## src/rtl/mcis_pkg.sv

```systemverilog
package mcis_pkg;

    localparam int DATA_W = 32;
    localparam int NFLAG  = 4;
    localparam int MODE_W = 4;

    localparam int IDX_DONE    = 0;
    localparam int IDX_SAFE    = 1;
    localparam int IDX_BADMODE = 2;
    localparam int IDX_BADCFG  = 3;

    localparam logic [MODE_W-1:0] MODE_HALT    = 4'd8;
    localparam logic [MODE_W-1:0] MODE_STOP    = 4'd10;
    localparam logic [MODE_W-1:0] MODE_STANDBY = 4'd13;

    typedef logic [NFLAG-1:0] flag_vec_t;

    // packed order places bad_cfg at bit 3 down to done at bit 0
    typedef struct packed {
        logic bad_cfg;
        logic bad_mode;
        logic safe_hw;
        logic done;
    } evt_s;

    typedef enum logic {
        REG_STATUS = 1'b0,
        REG_MASK   = 1'b1
    } reg_sel_e;

    function automatic logic is_low_power(input logic [MODE_W-1:0] m);
        return (m == MODE_HALT) || (m == MODE_STOP) || (m == MODE_STANDBY);
    endfunction

endpackage

```

## src/rtl/mcis_event_detect.sv

```systemverilog
module mcis_event_detect
    import mcis_pkg::*;
(
    input  logic              clk,
    input  logic              rst,
    input  logic              bad_cfg_stb,
    input  logic              bad_mode_stb,
    input  logic              safe_stb,
    input  logic              safe_hw,
    input  logic              trans_busy,
    input  logic [MODE_W-1:0] tgt_mode,
    output flag_vec_t         set_vec
);

    logic busy_q;
    logic busy_fall;
    evt_s evt;

    always_ff @(posedge clk) begin
        if (rst) busy_q <= 1'b0;
        else     busy_q <= trans_busy;
    end

    assign busy_fall = busy_q && !trans_busy;

    always_comb begin
        evt.bad_cfg  = bad_cfg_stb;
        evt.bad_mode = bad_mode_stb;
        evt.safe_hw  = safe_stb && safe_hw;
        evt.done     = busy_fall && !is_low_power(tgt_mode);
    end

    assign set_vec = flag_vec_t'(evt);

    // a completion into a low-power target raises nothing
    a_r9_lp_quiet: assert property (@(posedge clk) disable iff (rst)
        (busy_q && !trans_busy && is_low_power(tgt_mode)) |-> !set_vec[IDX_DONE]);

    // a completion into a running mode raises the done event
    a_r8_fall_sets: assert property (@(posedge clk) disable iff (rst)
        (busy_q && !trans_busy && !is_low_power(tgt_mode)) |-> set_vec[IDX_DONE]);

    // a software-sourced safe entry never raises the safe event
    a_r7_sw_safe: assert property (@(posedge clk) disable iff (rst)
        !safe_hw |-> !set_vec[IDX_SAFE]);

endmodule

```

## src/rtl/mcis_flag_bank.sv

```systemverilog
module mcis_flag_bank
    import mcis_pkg::*;
(
    input  logic      clk,
    input  logic      rst,
    input  flag_vec_t set_vec,
    input  flag_vec_t clr_vec,
    output flag_vec_t flags
);

    for (genvar i = 0; i < NFLAG; i++) begin : g_flag
        always_ff @(posedge clk) begin
            if (rst)             flags[i] <= 1'b0;
            else if (set_vec[i]) flags[i] <= 1'b1;
            else if (clr_vec[i]) flags[i] <= 1'b0;
        end

        // a set in the same cycle as a clear leaves the flag at 1
        a_r4_set_wins: assert property (@(posedge clk) disable iff (rst)
            set_vec[i] |=> flags[i]);

        // a clear with no set empties the flag
        a_r3_w1c_clears: assert property (@(posedge clk) disable iff (rst)
            (clr_vec[i] && !set_vec[i]) |=> !flags[i]);

        // with neither set nor clear the flag holds its value
        a_r3_hold: assert property (@(posedge clk) disable iff (rst)
            (!clr_vec[i] && !set_vec[i]) |=> $stable(flags[i]));
    end

endmodule

```

## src/rtl/mcis_mask_reg.sv

```systemverilog
module mcis_mask_reg
    import mcis_pkg::*;
(
    input  logic      clk,
    input  logic      rst,
    input  logic      wr_en,
    input  flag_vec_t wr_val,
    output flag_vec_t mask
);

    always_ff @(posedge clk) begin
        if (rst)        mask <= '0;
        else if (wr_en) mask <= wr_val;
    end

    // the mask only moves on a mask write
    a_r10_mask_hold: assert property (@(posedge clk) disable iff (rst)
        !wr_en |=> $stable(mask));

endmodule

```

## src/rtl/mcis_top.sv

```systemverilog
module mcis_top
    import mcis_pkg::*;
(
    input  logic              clk,
    input  logic              rst,
    input  logic              evt_bad_cfg,
    input  logic              evt_bad_mode,
    input  logic              evt_safe,
    input  logic              safe_src_hw,
    input  logic              trans_busy,
    input  logic [MODE_W-1:0] tgt_mode,
    input  logic              bus_valid,
    input  logic              bus_we,
    input  logic              bus_addr,
    input  logic [DATA_W-1:0] bus_wdata,
    output logic [DATA_W-1:0] bus_rdata,
    output logic              irq
);

    localparam int RSV_W = DATA_W - NFLAG;

    reg_sel_e  sel;
    logic      wr_status;
    logic      wr_mask;
    logic      rd_req;
    flag_vec_t set_vec;
    flag_vec_t clr_vec;
    flag_vec_t flags;
    flag_vec_t mask;
    logic      unused_wdata_hi;

    assign sel       = reg_sel_e'(bus_addr);
    assign wr_status = bus_valid &&  bus_we && (sel == REG_STATUS);
    assign wr_mask   = bus_valid &&  bus_we && (sel == REG_MASK);
    assign rd_req    = bus_valid && !bus_we;
    assign clr_vec   = wr_status ? bus_wdata[NFLAG-1:0] : '0;
    assign unused_wdata_hi = ^bus_wdata[DATA_W-1:NFLAG];

    mcis_event_detect u_evt (
        .clk          (clk),
        .rst          (rst),
        .bad_cfg_stb  (evt_bad_cfg),
        .bad_mode_stb (evt_bad_mode),
        .safe_stb     (evt_safe),
        .safe_hw      (safe_src_hw),
        .trans_busy   (trans_busy),
        .tgt_mode     (tgt_mode),
        .set_vec      (set_vec)
    );

    mcis_flag_bank u_flags (
        .clk     (clk),
        .rst     (rst),
        .set_vec (set_vec),
        .clr_vec (clr_vec),
        .flags   (flags)
    );

    mcis_mask_reg u_mask (
        .clk    (clk),
        .rst    (rst),
        .wr_en  (wr_mask),
        .wr_val (bus_wdata[NFLAG-1:0]),
        .mask   (mask)
    );

    always_ff @(posedge clk) begin
        if (rst) begin
            bus_rdata <= '0;
        end else if (rd_req) begin
            bus_rdata <= {{RSV_W{1'b0}}, (sel == REG_MASK) ? mask : flags};
        end else begin
            bus_rdata <= '0;
        end
    end

    assign irq = |(flags & mask);

    // reserved read bits stay at zero
    a_r2_rsv_zero: assert property (@(posedge clk) disable iff (rst)
        bus_rdata[DATA_W-1:NFLAG] == '0);

    // a read leaves every flag untouched when no event arrives
    a_r11_read_clean: assert property (@(posedge clk) disable iff (rst)
        (rd_req && set_vec == '0) |=> $stable(flags));

    // an asserted interrupt needs at least one enabled pending flag
    a_r10_irq_src: assert property (@(posedge clk) disable iff (rst)
        irq |-> ($countones(flags & mask) > 0));

endmodule

```

## config.mk

```make
export PLATFORM = sky130hd
export DESIGN_NAME = mcis_top
export DESIGN_NICKNAME = d
export VERILOG_FILES = /design/src/rtl/mcis_pkg.sv /design/src/rtl/mcis_event_detect.sv /design/src/rtl/mcis_flag_bank.sv /design/src/rtl/mcis_mask_reg.sv /design/src/rtl/mcis_top.sv
export SDC_FILE = /design/constraint.sdc
export NUM_CORES = 1
export LEC_CHECK = 0
export ABC_CLOCK_PERIOD_IN_PS = 2100
export CAP_MARGIN = 20
export CORE_ASPECT_RATIO = 0.75
export CORE_MARGIN = 2
export CORE_UTILIZATION = 30
export DETAILED_ROUTE_END_ITERATION = 10
export PLACE_DENSITY_LB_ADDON = 0.12
export SYNTH_ARGS = -nofsm -noshare
export SYNTH_HDL_FRONTEND = slang
export SYNTH_SLANG_ARGS = --single-unit
export TNS_END_PERCENT = 50
```

## constraint.sdc

```tcl
create_clock -name clk -period 2.1 [get_ports clk]
set_clock_uncertainty 0.15 [all_clocks]
set_input_delay 0.42 -clock clk [delete_from_list [all_inputs] [get_ports clk]]
set_output_delay 0.42 -clock clk [all_outputs]
set_load 0.05 [all_outputs]
```

=== Yosys cells after proc, flatten, opt, wreduce, memory -nomap -nowiden ===
Index checks and enable logic that the tools add are counted.

* Equal/unequal tests: 3
* Muxes and demuxes: 10
* Bitwise operators: 3
* Reductions and logical operators: 18

{| class="wikitable"
|+ Operators by type and width
! operator !! number
|-
| $eq 4x4->1 const B || 3
|-
| $mux 1 || 8
|-
| $mux 4 || 2
|-
| $reduce_bool 2->1 || 4
|-
| $logic_and 1x1->1 || 7
|-
| $and 4x4->4 || 1
|-
| $reduce_or 4->1 || 1
|-
| $logic_not 1->1 || 3
|-
| $logic_or 1x1->1 || 2
|-
| $not 1->1 || 2
|-
| $reduce_or 2->1 || 1
|}

* Register bits: 41
* Input port bits: 46
* Output and inout bits: 33
* Word-level logic and storage cells: 42

=== Depth between registers and ports, before layout ===
* Word-level depth: 6
* Mapped depth: 4
* Depth with buffers taken out: 3

=== Modules after synthesis ===
Synthesis repeated with hierarchy kept, for this count alone.

* Cells, all modules: 89
* Area total of the unflattened synthesis: 789.5 sq um

{| class="wikitable"
|+ Modules (own cells, without submodules)
! module !! instances !! cells each !! area each (sq um) !! seq. area each (sq um)
|-
| mcis_top || 1 || 52 || 429.2 || 80.1
|-
| mcis_flag_bank || 1 || 16 || 140.1 || 80.1
|-
| mcis_mask_reg || 1 || 13 || 140.1 || 80.1
|-
| mcis_event_detect || 1 || 8 || 80.1 || 20.0
|}

=== Worst setup path after synthesis ===
OpenSTA, ideal clock, no wires.

* Path kind: flip-flop to output port
* Start: reg u_flags.flags[1]
* End: out irq
* Data arrival time: 0.776 ns
* Data required time: 1.530 ns
* Slack: 0.754 ns
* Stages on the path, launching flop included: 3
* Path buffers: 0
* Cell sequence: dfxtp_1 a22oi_1 nand2_1

* Longest elaborated chain between the ends: 2

{| class="wikitable"
|+ RTL lines
! what !! line !! source
|-
| start: declaration || mcis_flag_bank.sv:8 || <nowiki>output flag_vec_t flags</nowiki>
|-
| start signal: indexed assignment || mcis_flag_bank.sv:13 || <nowiki>if (rst) flags[i] <= 1'b0;</nowiki>
|-
| start signal: indexed assignment || mcis_flag_bank.sv:14 || <nowiki>else if (set_vec[i]) flags[i] <= 1'b1;</nowiki>
|-
| start signal: indexed assignment || mcis_flag_bank.sv:15 || <nowiki>else if (clr_vec[i]) flags[i] <= 1'b0;</nowiki>
|-
| $and 4x4->4 || mcis_top.sv:77 || <nowiki>assign irq = |(flags & mask);</nowiki>
|-
| $reduce_or 4->1 || mcis_top.sv:77 ||
|-
| end: declaration || mcis_top.sv:17 || <nowiki>output logic irq</nowiki>
|}

Every way passes these cells.

=== Worst setup path after layout ===
* Start: reg bus_rdata[2]
* End: out bus_rdata[2]

{| class="wikitable"
|+ RTL lines
! what !! line !! source
|-
| start: declaration || mcis_top.sv:16 || <nowiki>output logic [DATA_W-1:0] bus_rdata,</nowiki>
|-
| start signal: assignment || mcis_top.sv:71 || <nowiki>bus_rdata <= {{RSV_W{1'b0}}, (sel == REG_MASK) ? mask : flags};</nowiki>
|}

No word-level cell between the ends.

==> results.tsv <==
stage	metric	value	unit
critical_path	worstReg2RegEnd	u_flags.flags[0]	
routing	vias	532	
power_and_ir_drop	p_sw_share	37.2	%
layout	multi_input_area	350	µm²
global_routing	antenna_found_initial	0	
logic_synthesis	synthTopCellsByCount	buf_4, dfxtp_1, nor2_1	
min_path	min_path_type	reg2reg	
logic_synthesis	synth-seq-area-share	34.9	%
routing	drt_iter0_drc	16	
logic_synthesis	async_flop_share	0	%
placed_design	place_ws	353	ps
global_routing	grt_pass1_wl	1.77	mm
die	io_pins	79	
logic_synthesis	syn_inst	83	
sta	period_minus_slack	1940	ps
routing	top_layer	met3	
layout	fillCellCount	263	
routing	met2WireLength	536	µm
die	die_w	61.6	µm
global_routing	grt_start_max_net_pins	8	
logic_synthesis	ys.flop_type	dfxtp_1	
run_status	status	finished clean	
sta	setup_slack	159	ps
power_and_ir_drop	p_int	378	µW
logic_synthesis	netlist.area_leader.share	34.9	%
cts	cts_tree	done	
critical_path	path_cells	clkdlybuf4s50_1	
critical_path	path_class	reg2out	
sta	fin_crit_sh	92.4	%
power_and_ir_drop	total_leakage_power	0.000437	µW
cts	clk_latency	270	ps
global_routing	grt_pass1_vias	419	
layout	syn_to_final_growth	23.3	%
logic_synthesis	ys_warn_count	0	
power_and_ir_drop	ir_drop	255	µV
sta	fin_tns_setup	0	ps
critical_path	reg2reg_setup_slack	1210	ps
routing	wl_met1	558	µm
min_path	worstHoldPathCells	1	
logic_synthesis	synth_cell_type_count	19	
sta	finalSetupViolCount	0	
power_and_ir_drop	p_per_area	655	nW/µm²
critical_path	cp_max_fo	1	
global_routing	track_usage	8.91	%
critical_path	crit_family	buffers and inverters	
cts	hold_buffers	0	
critical_path	regToRegStartpoint	u_flags.flags[0]	
min_path	min_to	u_flags.flags[0]	
cts	numCtsBuffers	3	
die	initial_core_util	32.0	%
critical_path	critical_path.slowest_cell	clkdlybuf4s50_1	
layout	final_nets	155	
critical_path	crit_required	1530	ps
placed_design	dp_hpwl	1.06	mm
logic_synthesis	ys_ff_latch	13	
power_and_ir_drop	clkPwrFrac	25.1	%
layout	antennaDiodeCount	0	
critical_path	path_buf_inv	1	
placed_design	gp_congestion	0.706	
die	placementRows	15	
logic_synthesis	synth_edf_count	0	
die	die-area	2900	µm²
cts	cts_max_level	1	
logic_synthesis	avgSynthCellArea	8.98	µm²
cts	clockBufferDepth	2	
global_routing	overflow	0	
critical_path	worstSetupEndpointType	output pin	
cts	ctsRootBufferMaster	clkbuf_4	
logic_synthesis	yosysTopAreaCell	dfxtp_1	
routing	wl_met3	166	µm
critical_path	r2r_cells	3	
layout	drive_gt1_share	8.33	%
logic_synthesis	syn_area	746	µm²
die	core	2330	µm²
critical_path	worstSetupStartpointType	flop	
routing	final_antenna_net_count	0	
flow_run	cap_violations	0	
routing	first_pass_iters	4	
logic_synthesis	yosys.cell_count.top_type	buf_4	
logic_synthesis	ys_top_cells_by_area	dfxtp_1, buf_4, mux2i_1	
power_and_ir_drop	power_switching	224	µW
cts	cts_sinks	13	
sta	report.final.slew_viol_count	0	
layout	regArea	260	µm²
routing	drc_errors	0	
sta	max_freq	515	MHz
routing	viasPerCell	3.75	
cts	cts.clk_slew.worst_paths	80	ps
power_and_ir_drop	comb_power_share	31.3	%
die	die_y	47.2	µm
critical_path	critPathArrivalTime	1370	ps
routing	drt-total-wl	1.26	mm
sta	hold_violations	0	
cts	cts_setup_buffers	0	
sta	rsz0062_at_grt	no	
critical_path	crit_path_max_incr_delay	790	ps
power_and_ir_drop	seq_power_share	43.6	%
placed_design	portBuffers	22	
min_path	min-delay-start	u_evt.busy_q	
routing	wl_per_cell	8.88	µm
critical_path	crit_cells	1	
sta	fin_worst_hold_slack	314	ps
cts	cts_resized	0	
placed cells by master (no fill, tap or decap), drive strengths merged:
master         instances
conb                  28
clkdlybuf4s50         21
dfxtp                 13
or3b                   1
clkbuf                 4
mux2i                  8
a31o                   1
a22oi                  2
nor2b                  1
and3b                  2
buf                    3
nand3                  1
a21oi                  2
a311oi                 3
o21ai                  1
nand2b                 1
nand2                  2
nor2                  12
inv                    2
kinds of logic (layout without fill, tap and decap cells):
family | after synthesis | in the layout | synth area share (%)
compound gates | 9 | 9 | 8.72
flops | 13 | 13 | 34.9
mux | 8 | 8 | 10.7
buf+inv | 32 | 30 | 31.7
simple gates | 20 | 20 | 13.4
other cells | 1 | 28 | 0.503
registers in the layout, summed over array words and instances, names as in the netlist:
signal         flops
u_flags.flags      4
bus_rdata          4
u_mask.mask        4
u_evt.busy_q       1
final cells by class:
class,instances,area share [%]
tap,34,4.63
multi-input combinational,65,38.1
inverter,2,0.816
sequential,13,28.3
timing repair buffer,24,25.3
clock buffer,4,2.86
metal layers:
metal,global-route usage (%),up-vias
met5,0,-
met4,2.55,0
met3,6.34,0
met2,13.3,32
met1,10.3,231
li1,-,269
metrics by stage:
stage | utilization (%) | power (µW) | instances | area [µm²]
final | 39.5 | 603 | 142 | 920
after global routing | 39.5 | 634 | 142 | 920
after CTS | 39.5 | 613 | 142 | 920
after detailed placement | 38.4 | 457 | 138 | 893
after global placement | 38.4 | 456 | 138 | 893
after floorplan | - | 454 | 110 | 847
worst max-delay path by stage:
| stage | start | end | slack [ps] |
|---|---|---|---|
| global placement | rst | bus_rdata[1] | 360 |
| CTS | bus_rdata[2] | bus_rdata[2] | 130 |
| global route | bus_rdata[1] | bus_rdata[1] | 100 |
| floorplan | u_flags.flags[1] | irq | 750 |
| finish | bus_rdata[2] | bus_rdata[2] | 160 |
| detailed placement | rst | bus_rdata[1] | 350 |
power by group through the flow:
stage          combinational, µW  sequential [µW]  clock [µW]
2_1_floorplan                183              271           0
3_3_place_gp                 188              268           0
3_5_place_dp                 188              269           0
4_1_cts                      189              263         161
5_1_grt                      199              264         171
6_report                     189              263         151
(Power assumes the default switching activity.)
